--- src/rtl/uart_pkg.sv ---
package uart_pkg;
  typedef enum logic [1:0] {
    TXS_IDLE,
    TXS_LEAD,
    TXS_SHIFT
  } tx_state_t;

  typedef enum logic [2:0] {
    RXS_IDLE,
    RXS_QUAL,
    RXS_DATA,
    RXS_STOP,
    RXS_HOLD
  } rx_state_t;
endpackage

--- src/rtl/uart_sync.sv ---
module uart_sync #(
  parameter int STAGES = 2
) (
  input  logic clk,
  input  logic rst,
  input  logic din,
  output logic dout
);
  logic [STAGES-1:0] chain;

  always_ff @(posedge clk) begin
    if (rst) chain <= '1;
    else     chain <= {chain[STAGES-2:0], din};
  end

  assign dout = chain[STAGES-1];
endmodule

--- src/rtl/uart_tx.sv ---
module uart_tx
  import uart_pkg::*;
#(
  parameter int DATA_W      = 8,
  parameter int DIV_LO      = 8,
  parameter int DIV_HI      = 16,
  parameter int LEAD_HALVES = 5
) (
  input  logic              clk,
  input  logic              rst,
  input  logic              tick,
  input  logic              div_hi,
  input  logic              wr,
  input  logic [DATA_W-1:0] wr_data,
  output logic              txd,
  output logic              busy,
  output logic              wr_err,
  output logic              done
);
  localparam int CW    = $clog2(DIV_HI) + 1;
  localparam int FRAME = DATA_W + 2;
  localparam int IW    = $clog2(FRAME + 1);
  localparam int HW    = $clog2(LEAD_HALVES + 1);

  tx_state_t        state;
  logic [CW-1:0]    period, half, tcnt;
  logic [HW-1:0]    hcnt;
  logic [IW-1:0]    bidx;
  logic [FRAME-1:0] sh;

  assign period = div_hi ? CW'(DIV_HI) : CW'(DIV_LO);
  assign half   = period >> 1;

  always_ff @(posedge clk) begin
    if (rst) begin
      state  <= TXS_IDLE;
      txd    <= 1'b1;
      busy   <= 1'b0;
      wr_err <= 1'b0;
      done   <= 1'b0;
      tcnt   <= '0;
      hcnt   <= '0;
      bidx   <= '0;
      sh     <= '1;
    end else begin
      wr_err <= wr & busy;
      done   <= 1'b0;
      case (state)
        TXS_IDLE: begin
          if (wr) begin
            sh    <= {1'b1, wr_data, 1'b0};
            busy  <= 1'b1;
            tcnt  <= '0;
            hcnt  <= '0;
            state <= TXS_LEAD;
          end
        end
        TXS_LEAD: begin
          if (tick) begin
            if (tcnt == half - 1'b1) begin
              tcnt <= '0;
              if (hcnt == HW'(LEAD_HALVES - 1)) begin
                state <= TXS_SHIFT;
                txd   <= sh[0];
                sh    <= {1'b1, sh[FRAME-1:1]};
                bidx  <= '0;
              end else begin
                hcnt <= hcnt + 1'b1;
              end
            end else begin
              tcnt <= tcnt + 1'b1;
            end
          end
        end
        TXS_SHIFT: begin
          if (tick) begin
            if (tcnt == period - 1'b1) begin
              tcnt <= '0;
              if (bidx == IW'(FRAME - 1)) begin
                state <= TXS_IDLE;
                busy  <= 1'b0;
                done  <= 1'b1;
                txd   <= 1'b1;
              end else begin
                bidx <= bidx + 1'b1;
                txd  <= sh[0];
                sh   <= {1'b1, sh[FRAME-1:1]};
              end
            end else begin
              tcnt <= tcnt + 1'b1;
            end
          end
        end
        default: state <= TXS_IDLE;
      endcase
    end
  end

  assert_err_on_busy_write_R5: assert property (@(posedge clk) disable iff (rst)
    (wr && busy) |=> wr_err);
  assert_done_frees_buffer_R6: assert property (@(posedge clk) disable iff (rst)
    done |-> !busy);
  assert_done_single_cycle_R6: assert property (@(posedge clk) disable iff (rst)
    done |=> !done);
  assert_idle_line_high_R4: assert property (@(posedge clk) disable iff (rst)
    !busy |-> txd);
  assert_lead_keeps_line_R3: assert property (@(posedge clk) disable iff (rst)
    $rose(busy) |-> txd);
endmodule

--- src/rtl/uart_rx.sv ---
module uart_rx
  import uart_pkg::*;
#(
  parameter int DATA_W = 8,
  parameter int DIV_LO = 8,
  parameter int DIV_HI = 16
) (
  input  logic              clk,
  input  logic              rst,
  input  logic              tick,
  input  logic              div_hi,
  input  logic              rxs,
  input  logic              rd,
  output logic [DATA_W-1:0] data,
  output logic              full,
  output logic              ferr,
  output logic              ovr,
  output logic              done
);
  localparam int CW = $clog2(DIV_HI) + 1;
  localparam int IW = $clog2(DATA_W + 1);

  rx_state_t         state;
  logic [CW-1:0]     period, half, tcnt;
  logic [IW-1:0]     bidx;
  logic [DATA_W-1:0] sh;
  logic              store;

  assign period = div_hi ? CW'(DIV_HI) : CW'(DIV_LO);
  assign half   = period >> 1;
  assign store  = (state == RXS_STOP) && tick && (tcnt == period - 1'b1);

  always_ff @(posedge clk) begin
    if (rst) begin
      state <= RXS_IDLE;
      tcnt  <= '0;
      bidx  <= '0;
      sh    <= '0;
    end else begin
      case (state)
        RXS_IDLE: begin
          if (tick && !rxs) begin
            state <= RXS_QUAL;
            tcnt  <= CW'(1);
          end
        end
        RXS_QUAL: begin
          if (tick) begin
            if (rxs) begin
              state <= RXS_IDLE;
            end else if (tcnt == half - 1'b1) begin
              state <= RXS_DATA;
              tcnt  <= '0;
              bidx  <= '0;
            end else begin
              tcnt <= tcnt + 1'b1;
            end
          end
        end
        RXS_DATA: begin
          if (tick) begin
            if (tcnt == period - 1'b1) begin
              tcnt <= '0;
              sh   <= {rxs, sh[DATA_W-1:1]};
              if (bidx == IW'(DATA_W - 1)) state <= RXS_STOP;
              else                        bidx  <= bidx + 1'b1;
            end else begin
              tcnt <= tcnt + 1'b1;
            end
          end
        end
        RXS_STOP: begin
          if (tick) begin
            if (store) begin
              tcnt  <= '0;
              state <= rxs ? RXS_IDLE : RXS_HOLD;
            end else begin
              tcnt <= tcnt + 1'b1;
            end
          end
        end
        RXS_HOLD: begin
          if (rxs) state <= RXS_IDLE;
        end
        default: state <= RXS_IDLE;
      endcase
    end
  end

  always_ff @(posedge clk) begin
    if (rst) begin
      data <= '0;
      full <= 1'b0;
      ferr <= 1'b0;
      ovr  <= 1'b0;
      done <= 1'b0;
    end else begin
      done <= store;
      if (store) begin
        data <= sh;
        ferr <= ~rxs;
        ovr  <= full & ~rd;
        full <= 1'b1;
      end else if (rd) begin
        full <= 1'b0;
      end
    end
  end

  assert_done_sets_full_R8: assert property (@(posedge clk) disable iff (rst)
    done |-> full);
  assert_done_single_cycle_R8: assert property (@(posedge clk) disable iff (rst)
    done |=> !done);
  assert_full_rises_on_store_R8: assert property (@(posedge clk) disable iff (rst)
    $rose(full) |-> done);
  assert_ferr_only_on_store_R9: assert property (@(posedge clk) disable iff (rst)
    !done |-> $stable(ferr));
  assert_ovr_only_on_store_R10: assert property (@(posedge clk) disable iff (rst)
    !done |-> $stable(ovr));
endmodule

--- src/rtl/uart_duplex.sv ---
module uart_duplex #(
  parameter int DATA_W      = 8,
  parameter int DIV_LO      = 8,
  parameter int DIV_HI      = 16,
  parameter int LEAD_HALVES = 5,
  parameter int SYNC_STAGES = 2
) (
  input  logic              clk,
  input  logic              rst,
  input  logic              baud_tick,
  input  logic              div_sel,
  input  logic              tx_wr,
  input  logic [DATA_W-1:0] tx_data,
  input  logic              rx_rd,
  input  logic              rxd,
  output logic              txd,
  output logic              tx_busy,
  output logic              tx_wr_err,
  output logic              tx_done_irq,
  output logic [DATA_W-1:0] rx_data,
  output logic              rx_full,
  output logic              rx_ferr,
  output logic              rx_ovr,
  output logic              rx_done_irq
);
  logic rxd_s;

  uart_sync #(.STAGES(SYNC_STAGES)) u_sync (
    .clk (clk),
    .rst (rst),
    .din (rxd),
    .dout(rxd_s)
  );

  uart_tx #(
    .DATA_W(DATA_W), .DIV_LO(DIV_LO), .DIV_HI(DIV_HI), .LEAD_HALVES(LEAD_HALVES)
  ) u_tx (
    .clk    (clk),
    .rst    (rst),
    .tick   (baud_tick),
    .div_hi (div_sel),
    .wr     (tx_wr),
    .wr_data(tx_data),
    .txd    (txd),
    .busy   (tx_busy),
    .wr_err (tx_wr_err),
    .done   (tx_done_irq)
  );

  uart_rx #(
    .DATA_W(DATA_W), .DIV_LO(DIV_LO), .DIV_HI(DIV_HI)
  ) u_rx (
    .clk   (clk),
    .rst   (rst),
    .tick  (baud_tick),
    .div_hi(div_sel),
    .rxs   (rxd_s),
    .rd    (rx_rd),
    .data  (rx_data),
    .full  (rx_full),
    .ferr  (rx_ferr),
    .ovr   (rx_ovr),
    .done  (rx_done_irq)
  );
endmodule

--- config.mk ---
export PLATFORM = sky130hd
export DESIGN_NAME = uart_duplex
export DESIGN_NICKNAME = d
export VERILOG_FILES = /design/src/rtl/uart_pkg.sv /design/src/rtl/uart_sync.sv /design/src/rtl/uart_tx.sv /design/src/rtl/uart_rx.sv /design/src/rtl/uart_duplex.sv
export SDC_FILE = /design/constraint.sdc
export NUM_CORES = 1
export LEC_CHECK = 0
export BUFFER_PORTS_ARGS = -buffer_cell sky130_fd_sc_hd__clkbuf_2
export CAP_MARGIN = 10
export CORE_ASPECT_RATIO = 0.5
export CORE_MARGIN = 2
export CORE_UTILIZATION = 55
export CTS_BUF_LIST = sky130_fd_sc_hd__clkbuf_4 sky130_fd_sc_hd__clkbuf_8 sky130_fd_sc_hd__clkbuf_16
export DETAILED_ROUTE_END_ITERATION = 6
export PLACE_DENSITY = 0.75
export SLEW_MARGIN = 20
export SYNTH_ARGS = -nofsm -noshare
export SYNTH_HDL_FRONTEND = slang
export SYNTH_SLANG_ARGS = --single-unit
--- constraint.sdc ---
create_clock -name clk -period 3.4 [get_ports clk]
set_input_delay 0.34 -clock clk [delete_from_list [all_inputs] [get_ports clk]]
set_output_delay 0.34 -clock clk [all_outputs]
set_load 0.02 [all_outputs]
==> run_results.csv, run 1 <==
group,metric,value,unit
clock_network,cts_resized,0,
route,drtAntennaViolNets,0,
critical_path,crit_arrival,3.13,ns
clock_network,htree_num_levels,3,
clock_network,clkSinkCount,61,
clock_network,cts-root-buf,"clkbuf_8",
route,drcViolationCount,0,
logic_synthesis,netlist.area_leader.share,40.0,%
critical_path,cp_slowest_stage_delay,0.86,ns
placement,post-dp-hpwl,4190,um
timing,timing.final.crit_share,86.6,%
critical_path,timing.critical_path.to_type,"flop",
die,die_area,6200,um^2
route,wl_per_cell,13.2,um
placement,post-place-ws,0.482,ns
run_status,status,"completed",
route,dr_total_vias,2530,
critical_path,worst-setup-path-type,"reg -> reg",
logic_synthesis,synthesis.area,3050,um^2
finish,mostFrequentLayoutCells,"dfxtp_1, nor2_1, clkbuf_2",
logic_synthesis,synth-edff-count,0,
critical_path,crit_path_top_delay_cell,"or4b_1",
flow_run,maxCapViolCount,0,
clock_network,clk_latency,0.33,ns
die,placement_rows,19,
logic_synthesis,yosysSeqAreaShare,40.0,%
logic_synthesis,syn_inst,348,
route,drt_iter0_drc,130,
grt,grt-ovfl-total,0,
power,power.leakage,1.32,nW
die,die_w,109,um
critical_path,path_cells,"inv_1 > ha_1 > o21ba_1 > or3_1 > or4b_1 > a2111oi_2 > a21oi_1",
logic_synthesis,synth_cell_types,49,
logic_synthesis,syn_nets,374,
clock_network,cts.path.max_buffers,2,
die,coreArea,5420,um^2
timing,fmax,0.340,GHz
timing,rsz0062_at_grt,"false",
die,start_util,56.3,%
timing,setup_viol,0,
logic_synthesis,yosys_warnings,0,
logic_synthesis,ys_seq_elements,61,
timing,worst_pin_slew,0.867,ns
finish,design_area,3370,um^2
die,fp.dieH,56.7,um
critical_path,worstPathMaxFanout,18,
grt,grt_max_degree,42,
finish,n_antenna_cell,0,
logic_synthesis,syn_avg_cell_area,8.78,um^2
clock_network,clkTransAtPathRegs,0.07,ns
critical_path,required,3.58,ns
clock_network,numCtsBuffers,9,
route,via_per_inst,5.66,
placement,placed_cell_area,3200,um^2
timing,finalWorstSetupSlack,0.456,ns
clock_network,postCtsSetupRepairBufs,0,
finish,area_growth,10.4,%
grt,grt_use_total,20.1,%
placement,port_buffers,30,
power,power_density,585,nW/um^2
worst_hold_path,min_path_type,"in -> reg",
power,vdd.ir_drop.worst,0.398,mV
logic_synthesis,async_flop_share,0,%
clock_network,holdBufCountCts,0,
power,total_power,1.97,mW
logic_synthesis,netlist_top_cells_area,"dfxtp_1, mux2i_1, nor2_1",
timing,finClkSkew,0.00896,ns
timing,slew_headroom,42.2,%
grt,grt_pass1_wl,9870,um
timing,hold_viol,0,
logic_synthesis,synth_top_cell_by_area,"dfxtp_1",
timing,finalSetupTns,0,ns
finish,drive_above_1_share,17.4,%
route,wl,5910,um
grt,first_global_vias,2382,
grt,antenna_found_initial,0,
timing,final_max_slew_viol_count,0,
placement,routabilityCongestion,0.851,
logic_synthesis,synth-main-ff-cell,"dfxtp_1",
route,dr.pass1.iters,4,
critical_path,startpoint_type,"flop",
finish,nets,395,
finish,final_common_cell,"dfxtp_1",
clock_network,cts_tree,"done",
die,io_pins,31,
timing,finalCriticalPeriod,2.94,ns
==> final cells by class <==
class                           instances  area (um^2)
Clock buffer                           10          131
Inverter                               15         56.3
Sequential cell                        61         1220
Tap cell                               73         91.3
Multi-Input combinational cell        251         1670
Fill cell                             464         2050
Timing Repair Buffer                   31          158
Clock inverter                          6         40.0
==> layer usage <==
| metal | share of wire, % | global-route usage (%) | wire (um) | up-vias |
|---|---|---|---|---|
| li1 | - | - | - | 1279 |
| met1 | 45 | 22.8 | 2660 | 1179 |
| met2 | 49 | 35.2 | 2890 | 61 |
| met3 | 4.8 | 5.81 | 282 | 11 |
| met4 | 1.3 | 8.50 | 76 | 0 |
| met5 | 0 | 0 | 0 | - |
==> stage by stage <==
| stage | hold slack (ns) | utilization (%) | instances |
|---|---|---|---|
| 2_1_floorplan | 0.389 | - | 348 |
| 3_3_place_gp | 0.395 | 59.0 | 431 |
| 3_5_place_dp | 0.399 | 59.0 | 431 |
| 4_1_cts | 0.185 | 62.2 | 447 |
| 5_1_grt | 0.198 | 62.2 | 447 |
| 6_report | 0.199 | 62.2 | 447 |
==> cell usage after synthesis, types with 4 or more instances <==
cell type / count
dfxtp_1: 61
a211oi_1: 4
o21ai_0: 9
o211ai_1: 7
nor2b_1: 15
clkbuf_1: 14
nor3_1: 6
inv_1: 15
nand2b_1: 5
nor2_1: 46
nand3_1: 16
a21oi_1: 24
a2111oi_2: 7
or3_1: 7
mux2i_1: 21
a31oi_1: 5
ha_1: 11
nand2_1: 17
==> path summary, 6_finish.rpt <==
check / cells past startpoint / endpoint / slack [ns] / start
min: 2 / u_sync.chain[0]$_SDFF_PP1_ / 0.20 / rxd
max: 7 / u_tx.sh[3]$_SDFFE_PP1P_ / 0.46 / u_tx.state[1]$_SDFFE_PP0P_
max reg2reg: 7 / u_tx.sh[3]$_SDFFE_PP1P_ / 0.46 / u_tx.state[1]$_SDFFE_PP0P_
min reg2reg: 1 / u_sync.chain[1]$_SDFF_PP1_ / 0.40 / u_sync.chain[0]$_SDFF_PP1_
==> registers in the layout (all words and copies together) (netlist names) <==
signal        flops
u_tx.bidx         4
u_tx.state        2
u_tx.busy         1
u_rx.bidx         4
u_tx.txd          1
u_sync.chain      2
u_rx.ovr          1
u_tx.sh           9
u_rx.ferr         1
u_rx.sh           8
u_rx.tcnt         5
u_tx.wr_err       1
u_tx.tcnt         5
u_rx.full         1
u_rx.state        3
u_rx.done         1
u_rx.data         8
u_tx.done         1
u_tx.hcnt         3
==> worst max-delay path, delay by kind of cell, from the launching register on <==
| kind | cells | cell delay [ns] |
|---|---|---|
| buf+inv | 1 | 0.08 |
| flops | 1 | 0.38 |
| fa+ha+maj | 1 | 0.32 |
| simple gates | 2 | 1.32 |
| compound gates | 3 | 0.70 |
==> cell families (layout without fill, tap and decap cells) <==
logic type	Yosys count	count (layout)	synth area share (%)
and+or+nand+nor	142	142	24.4
AOI/OAI and AO/OA	72	72	17.6
DFF	61	61	40.0
buffers and inverters	36	62	5.20
muxes	21	21	6.88
adders and majority gates	11	11	4.51
xor gates and xnor gates	5	5	1.43
==> where the power goes <==
part	switching [mW]	internal, mW
Sequential	0.0588	0.792
Combinational	0.359	0.216
Clock	0.276	0.271
Note: power is estimated with default switching activity, not from simulation.
==> run 2: changes to the inputs <==
==> constraint.sdc (replaced) <==
create_clock -name clk -period 3.4 [get_ports clk]
set_input_delay 0.51 -clock clk [delete_from_list [all_inputs] [get_ports clk]]
set_output_delay 0.51 -clock clk [all_outputs]
set_load 0.02 [all_outputs]
==> run 2 against run 1 <==
Compared with the run above:
- sequential share of layout area decreased by 0.53 points
- worst setup slack better by 0.0011 ns
- critical path depth unchanged
- total power rose by 8.3%
- global-route usage up 0.72 points
- clock skew hardly changed
- final area is 1.5% higher
- maximum frequency about the same
- sequential power barely moved
- clock power is 30% higher
- combinational power hardly changed
==> run_results.csv, run 2 (synthesis gave the netlist of run 1 again) <==
group,metric,value,unit
route,drtAntennaViolNets,0,
clock_network,cts_tree,"done",
critical_path,timing.critical_path.to_type,"flop",
clock_network,cts_resized,0,
power,sw_frac_of_total,33.4,%
grt,grt-ovfl-total,0,
route,via_per_inst,5.64,
power,power_frac_clock,33.3,%
clock_network,cts-root-buf,"clkbuf_8",
placement,routabilityCongestion,0.910,
clock_network,cts.path.max_buffers,2,
power,comb_power_share,26.9,%
grt,grt_pass1_wl,10200,um
worst_hold_path,min_path_type,"in -> reg",
timing,hold_viol,0,
power,pwr-share-seq,39.8,%
critical_path,worst-setup-path-type,"reg -> reg",
timing,final_max_slew_viol_count,0,
finish,largest_reg_flops,9,
finish,multiInputGateArea,1670,um^2
finish,area_growth,12.0,%
power,internal-power,1.42,mW
grt,grt_use_total,20.8,%
finish,largest-register,"u_tx.sh",
clock_network,htree_num_levels,3,
die,die_w,109,um
clock_network,clkTransAtPathRegs,0.07,ns
finish,n_antenna_cell,0,
timing,rsz0062_at_grt,"false",
power,vdd.ir_drop.worst,0.519,mV
finish,reg_top3,"u_tx.sh (9), u_rx.data (8), u_rx.sh (8)",
grt,first_global_vias,2334,
clock_network,numCtsBuffers,9,
timing,fmax,0.340,GHz
finish,drive_above_1_share,17.4,%
critical_path,worstPathMaxFanout,18,
route,wl_per_cell,13.3,um
clock_network,clkSinkCount,61,
power,power_density,624,nW/um^2
route,wl,5950,um
route,drt_iter0_drc,132,
power,net-switching-power,0.714,mW
die,start_util,56.3,%
die,io_pins,31,
clock_network,postCtsSetupRepairBufs,0,
run_status,status,"completed",
finish,final_common_cell,"dfxtp_1",
timing,finClkSkew,0.00906,ns
die,fp.dieH,56.7,um
placement,dpl.cell_count,431,
timing,timing.final.crit_share,86.6,%
clock_network,clk_latency,0.33,ns
flow_run,maxCapViolCount,0,
timing,finalCriticalPeriod,2.94,ns
die,coreArea,5420,um^2
critical_path,startpoint_type,"flop",
route,dr_total_vias,2520,
finish,mostFrequentLayoutCells,"dfxtp_1, nor2_1, clkbuf_2",
die,placement_rows,19,
timing,slew_headroom,51.7,%
route,dr.pass1.iters,4,
critical_path,required,3.59,ns
placement,post-dp-hpwl,4060,um
finish,stdcell_count,447,
critical_path,crit_arrival,3.13,ns
timing,setup_viol,0,
finish,regArea,1220,um^2
timing,worst_pin_slew,0.722,ns
timing,finalSetupTns,0,ns
die,die_area,6200,um^2
placement,port_buffers,30,
finish,fill_cells,452,
finish,nets,395,
grt,antenna_found_initial,0,
power,power.leakage,1.34,nW
clock_network,holdBufCountCts,0,
grt,grt_max_degree,33,
route,drcViolationCount,0,
## run 2: cell count changes in the layout (fill, tap and decap cells not counted), sizes merged
cell      previous run  this run
clkbuf              40        39
clkinvlp             1         2
bufinv               0         2
inv                 15        16
clkinv               5         2
## run 2: power by group through the flow
stage	Clock (mW)	Combinational, mW	Sequential (mW)
2_1_floorplan	0	0.517	0.857
3_3_place_gp	0	0.545	0.861
3_5_place_dp	0	0.566	0.867
4_1_cts	0.726	0.570	0.851
5_1_grt	0.755	0.635	0.862
6_report	0.711	0.574	0.850
## run 2: worst paths after layout
| path | slack (ns) | cells past startpoint | to | from |
|---|---|---|---|---|
| setup reg to reg | 0.46 | 7 | u_tx.sh[4]$_SDFFE_PP1P_ | u_tx.state[1]$_SDFFE_PP0P_ |
| hold reg to reg | 0.42 | 1 | u_sync.chain[1]$_SDFF_PP1_ | u_sync.chain[0]$_SDFF_PP1_ |
| hold / removal | 0.36 | 2 | u_sync.chain[0]$_SDFF_PP1_ | rxd |
| setup / recovery | 0.46 | 7 | u_tx.sh[4]$_SDFFE_PP1P_ | u_tx.state[1]$_SDFFE_PP0P_ |
## run 2: metrics by stage
| step | util (%) | hold slack [ns] | area [um^2] | total power [mW] | setup WS [ns] |
|---|---|---|---|---|---|
| final | 63.1 | 0.360 | 3420 | 2.14 | 0.457 |
| after global routing | 63.1 | 0.342 | 3420 | 2.25 | 0.298 |
| after CTS | 63.1 | 0.346 | 3420 | 2.15 | 0.469 |
| after detailed placement | 59.0 | 0.403 | 3200 | 1.43 | 0.482 |
| after global placement | 59.0 | 0.393 | 3200 | 1.41 | 0.583 |
| after floorplan | - | 0.389 | 3050 | 1.37 | 1.10 |
## run 2: per-layer routing
layer  up-vias  track usage [%]  wire, um
met2        48             35.2      2800
met3        11             7.08       241
li1       1273                -         -
met5         -                0         0
met4         0             6.15        86
met1      1188             25.1      2830
## run 2: cell type report
class                   count  area share (%)
inverters                  15            1.65
multi-input cells         251            48.9
clock inverters             7            2.85
repair buffers             31            4.61
clock buffers               9            3.62
flip-flops and latches     61            35.7
well taps                  73            2.67
## run 2: critical path, stage by stage, from the launching register on
cell	delay, ns
dfxtp_1	0.38
inv_1	0.08
ha_1	0.31
o21ba_1	0.24
or3_1	0.46
or4b_1	0.86
a2111oi_2	0.39
a21oi_1	0.07
